$ cat src/rtl/rd_dma_engine.sv
module rd_dma_engine #(
  parameter int AW = 32,
  parameter int LW = 16,
  parameter int DW = 32,
  parameter int MAX_RD = 128,
  parameter int TAG_W = 8,
  parameter int TAG_VAL = 5,
  parameter int TIMEOUT = 1024,
  localparam int BB = DW / 8,
  localparam int BCW = $clog2(BB) + 1,
  localparam int RLW = $clog2(MAX_RD) + 1,
  localparam int TMW = $clog2(TIMEOUT + 1)
) (
  input  logic             clk,
  input  logic             rst_n,
  input  logic             start,
  input  logic [AW-1:0]    job_addr,
  input  logic [LW-1:0]    job_len,
  output logic             busy,
  output logic             done_o,
  output logic             err_o,
  output logic             irq,
  output logic             req_valid,
  input  logic             req_ready,
  output logic [AW-1:0]    req_addr,
  output logic [RLW-1:0]   req_len,
  output logic [TAG_W-1:0] req_tag,
  input  logic             cpl_valid,
  input  logic [TAG_W-1:0] cpl_tag,
  input  logic             cpl_ok,
  input  logic [BCW-1:0]   cpl_bytes,
  input  logic [DW-1:0]    cpl_data,
  output logic             buf_we,
  output logic [LW-1:0]    buf_addr,
  output logic [DW-1:0]    buf_data,
  output logic [BCW-1:0]   buf_bytes
);
  localparam int PAGE = 4096;

  typedef enum logic [1:0] {S_IDLE, S_REQ, S_WAIT} st_t;

  st_t            st;
  logic [AW-1:0]  cur_addr;
  logic [LW-1:0]  remain, off, pend, got;
  logic [TMW-1:0] timer;
  logic           done_q, err_q, irq_q;

  logic [LW-1:0]  to_bnd, cap, nxt_len, got_n;
  logic           beat, good, bad, req_last, blk_last, expired;

  assign to_bnd   = LW'(PAGE) - LW'(cur_addr[11:0]);
  assign cap      = (remain < LW'(MAX_RD)) ? remain : LW'(MAX_RD);
  assign nxt_len  = (to_bnd < cap) ? to_bnd : cap;

  assign beat     = (st == S_WAIT) && cpl_valid;
  assign good     = beat && cpl_ok && (cpl_tag == TAG_W'(TAG_VAL));
  assign bad      = beat && !good;
  assign got_n    = got + LW'(cpl_bytes);
  assign req_last = got_n >= pend;
  assign blk_last = remain == pend;
  assign expired  = (st == S_WAIT) && !cpl_valid && (timer == TMW'(TIMEOUT - 1));

  assign busy      = st != S_IDLE;
  assign done_o    = done_q;
  assign err_o     = err_q;
  assign irq       = irq_q;
  assign req_valid = st == S_REQ;
  assign req_addr  = cur_addr;
  assign req_len   = RLW'(nxt_len);
  assign req_tag   = TAG_W'(TAG_VAL);
  assign buf_we    = good;
  assign buf_addr  = off;
  assign buf_data  = cpl_data;
  assign buf_bytes = cpl_bytes;

  always_ff @(posedge clk) begin
    if (!rst_n) begin
      st       <= S_IDLE;
      cur_addr <= '0;
      remain   <= '0;
      off      <= '0;
      pend     <= '0;
      got      <= '0;
      timer    <= '0;
      done_q   <= 1'b0;
      err_q    <= 1'b0;
      irq_q    <= 1'b0;
    end else begin
      irq_q <= 1'b0;
      unique case (st)
        S_IDLE: if (start && job_len != '0) begin
          cur_addr <= job_addr;
          remain   <= job_len;
          off      <= '0;
          done_q   <= 1'b0;
          err_q    <= 1'b0;
          st       <= S_REQ;
        end
        S_REQ: if (req_ready) begin
          pend  <= nxt_len;
          got   <= '0;
          timer <= '0;
          st    <= S_WAIT;
        end
        S_WAIT: begin
          if (good) begin
            off   <= off + LW'(cpl_bytes);
            got   <= got_n;
            timer <= '0;
            if (req_last) begin
              cur_addr <= cur_addr + AW'(pend);
              remain   <= remain - pend;
              if (blk_last) begin
                done_q <= 1'b1;
                irq_q  <= 1'b1;
                st     <= S_IDLE;
              end else begin
                st <= S_REQ;
              end
            end
          end else if (bad || expired) begin
            err_q <= 1'b1;
            irq_q <= 1'b1;
            st    <= S_IDLE;
          end else begin
            timer <= timer + 1'b1;
          end
        end
        default: st <= S_IDLE;
      endcase
    end
  end
endmodule


$ cat config.mk
export PLATFORM = sky130hd
export DESIGN_NAME = rd_dma_engine
export DESIGN_NICKNAME = d
export VERILOG_FILES = /design/src/rtl/rd_dma_engine.sv
export SDC_FILE = /design/constraint.sdc
export NUM_CORES = 1
export LEC_CHECK = 0
export BUFFER_PORTS_ARGS = -buffer_cell sky130_fd_sc_hd__buf_2
export CORE_ASPECT_RATIO = 0.6
export CORE_MARGIN = 5
export CORE_UTILIZATION = 59
export DETAILED_ROUTE_END_ITERATION = 10
export PLACE_DENSITY = 0.87
export SLEW_MARGIN = 25
export SYNTH_ARGS = -nofsm -noshare
export SYNTH_HDL_FRONTEND = slang
export SYNTH_SLANG_ARGS = --single-unit
$ cat constraint.sdc
create_clock -name clk -period 11.7 [get_ports clk]
set_input_delay 0 -clock clk [delete_from_list [all_inputs] [get_ports clk]]
set_output_delay 0 -clock clk [all_outputs]
set_load 0.02 [all_outputs]
==> flow_metrics.env <==
export IMPL_finalSetupTns_ns=0
export IMPL_synthFlopType="dfxtp_1"
export IMPL_fin_cells=1344
export IMPL_finalSetupViolations=0
export IMPL_finalWorstPathRequiredPeriod_ns=4.64
export IMPL_grt_total_usage_pct=27.9
export IMPL_numCtsBuffers=9
export IMPL_coreArea_um2=13800
export IMPL_arrival_ns=4.88
export IMPL_routedWlPerCell_um=17.6
export IMPL_grt_max_degree=57
export IMPL_cp_start_kind="flip-flop"
export IMPL_place_hpwl_mm=17.7
export IMPL_clk_pin_slew_worst_paths_ns=0.07
export IMPL_dp_cells=1309
export IMPL_root_buffer="clkbuf_16"
export IMPL_irDropWorstVdd_uv=141
export IMPL_slew_viol_final=0
export IMPL_whs_ns=0.00000881
export IMPL_first_pass_iters=6
export IMPL_synth_area_um2=8370
export IMPL_cts_tree="built"
export IMPL_synthMuxAreaShare_pct=3.15
export IMPL_synth_avg_cell_area_um2=7.85
export IMPL_cp_slowest_cell="buf_4"
export IMPL_synth_top_family_by_area="compound AO/OA/AOI/OAI gates"
export IMPL_cts_sinks=112
export IMPL_antenna_found_initial=0
export IMPL_min_period_over_period_pct=39.6
export IMPL_worstSetupPathType="flip-flop to flip-flop"
export IMPL_dpl_cell_area_um2=8790
export IMPL_gp_congestion=0.967
export IMPL_synth_simple_area_share_pct=20.1
export IMPL_num_io_pins=202
export IMPL_die_area_um2=16700
export IMPL_synth_xor_area_share_pct=6.59
export IMPL_worst_pin_slew_ns=0.833
export IMPL_die_x_um=164
export IMPL_die_h_um=102
export IMPL_async_flop_share_pct=0
export IMPL_ff2ff_setup_slack_ns=7.06
export IMPL_routed_wl_mm=23.6
export IMPL_max_freq_ghz=0.216
export IMPL_hold_path_class="input pin to primary output"
export IMPL_area_growth_pct=10.8
export IMPL_io_buffer_count=129
export IMPL_rsz0062_at_grt="no"
export IMPL_clk_latency_ns=0.36
export IMPL_nets=1319
export IMPL_p_leak_nw=3.91
export IMPL_clock_skew_ns=0.0119
export IMPL_overflow=0
export IMPL_ys_seq_elements=112
export IMPL_start_util_pct=60.7
export IMPL_cp_max_fo=48
export IMPL_power_total_mw=2.43
export IMPL_maxSlewHeadroom_pct=44.2
export IMPL_drt_initial_drc_count=823
export IMPL_crit_path_max_incr_delay_ns=0.51
export IMPL_rows=33
export IMPL_hold_end="buf_data[26]"
export IMPL_synth_fa_ha_area_share_pct=11.6
export IMPL_layout_commonest_cell="buf_2"
export IMPL_p_per_area_nw_per_um2=262
export IMPL_worstHoldStart="cpl_data[26]"
export IMPL_synth_edff_count=0
export IMPL_cp_required_ns=11.95
export IMPL_ys_types=71
export IMPL_dp_slack_ns=7.13
export IMPL_cts_htree_levels=3
export IMPL_synth_yosys_seq_area_share_pct=26.8
export IMPL_final_util_pct=67.2
export IMPL_synth_compound_area_share_pct=22.7
export IMPL_vias_per_cell=6.08
export IMPL_cts_resized=0
export IMPL_ff2ff_path_depth=18
export IMPL_mostFrequentLayoutCells="129 x buf_2, 112 x dfxtp_1, 101 x nor2_1"
export IMPL_drive_above_1_share_pct=15.0
export IMPL_finalInstanceArea_um2=9270
export IMPL_crit_chain="ha_1 > inv_1 > fa_1 > nor2b_1 > o2111ai_1 > or2_2 > nor2_1 > nand2_1 > xnor2_1 > ha_1 > o21ai_0 > o21ai_0 > o211ai_1 > a21oi_1 > o41a_2 > buf_4 > nor2_1 > a311oi_1"
export IMPL_hold_viol_final=0
export IMPL_grt_pass1_wl_mm=38.0
export IMPL_yosys_warnings=0
export IMPL_fin_ws_ns=7.06
export IMPL_outcome="finished clean"
export IMPL_reg2reg_from="got[0]$_SDFFE_PN0P_"
export IMPL_ant_nets=0
export IMPL_grt_pass1_vias=7796
export IMPL_diodes=0
export IMPL_cap_viol_max_count=0
export IMPL_via_count=8165
export IMPL_ctsLongestPathBuffers=2
export IMPL_min_path_cells=0
export IMPL_r2r_end="req_addr[4]$_SDFFE_PN0P_"
export IMPL_cp_end_kind="flip-flop"
export IMPL_synth_cells=1066
export IMPL_drc=0
per-layer routing:
| layer | track usage [%] | wire, um | vias to the layer above |
|---|---|---|---|
| li1 | - | - | 3924 |
| met1 | 39.6 | 10500 | 3749 |
| met2 | 41.5 | 9920 | 455 |
| met3 | 8.02 | 2850 | 37 |
| met4 | 7.47 | 383 | 0 |
| met5 | 0 | 0 | - |
critical path: cells and delay by family, from the launching register on:
family,cells,cell delay (ns)
flops,1,0.34
simple gates,5,1.02
compound gates,7,1.59
fa+ha+maj,3,0.85
xor+xnor,1,0.14
buf+inv,2,0.56
layout make-up:
class,count,area [um^2]
multi-input combinational,820,5430
clock buffer,9,225
inverter,50,188
tap,192,240
clock inverter,7,67.6
sequential,112,2240
fill,1168,4520
timing repair buffer,154,881
cells by family (layout without fill, tap and decap cells):
family | after synthesis | count (layout)
other | 2 | 13
buffers and inverters | 145 | 220
XOR/XNOR | 63 | 63
multiplexers | 26 | 26
AO/OA/AOI/OAI | 289 | 289
adder cells (fa/ha/maj) | 75 | 75
flip-flops | 112 | 112
AND/OR/NAND/NOR | 354 | 354
power breakdown:
group / switching (mW) / leakage, nW / internal, mW
sequential: 0.116 / 0.915 / 0.476
combinational: 0.967 / 2.85 / 0.555
clock: 0.151 / 0.150 / 0.167
total: 1.23 / 3.91 / 1.20
registers in the layout (all words and copies together) (netlist names):
signal    cells
buf_addr     16
done_o        1
err_o         1
got          16
irq           1
pend         16
remain       16
req_addr     32
st            2
timer        11
synthesized netlist by cell type (10+ instances only):
cell type,count,area (um^2)
a21o_1,17,128
nand4_1,10,62.6
nor2_1,101,379
buf_4,51,383
xnor2_1,34,298
clkbuf_1,32,120
o21ai_0,49,245
dfxtp_1,112,2240
and3_1,18,113
ha_1,71,888
xor2_1,29,254
inv_1,49,184
o21a_1,21,158
nor4_1,14,87.6
nand2_1,92,345
nand3_1,39,195
mux2i_1,23,230
a211oi_1,29,218
a21oi_1,88,440
nor3_1,34,170
repair_timing:
item	in CTS	in global routing
endpoints found under the hold margin	19	0
hold buffers	19	0
buffers inserted	0	0
worst max-delay path by stage:
stage / slack, ns / endpoint / cells past startpoint / startpoint
floorplan: 7.87 / req_addr[23]$_SDFFE_PN0P_ / 19 / got[0]$_SDFFE_PN0P_
global placement: 7.36 / req_addr[11]$_SDFFE_PN0P_ / 18 / got[0]$_SDFFE_PN0P_
detailed placement: 7.13 / req_addr[4]$_SDFFE_PN0P_ / 18 / got[0]$_SDFFE_PN0P_
CTS: 7.12 / req_addr[4]$_SDFFE_PN0P_ / 18 / got[0]$_SDFFE_PN0P_
global route: 6.79 / req_addr[4]$_SDFFE_PN0P_ / 18 / got[0]$_SDFFE_PN0P_
finish: 7.06 / req_addr[4]$_SDFFE_PN0P_ / 18 / got[0]$_SDFFE_PN0P_
No activity file was read; power rests on OpenSTA's default activity.
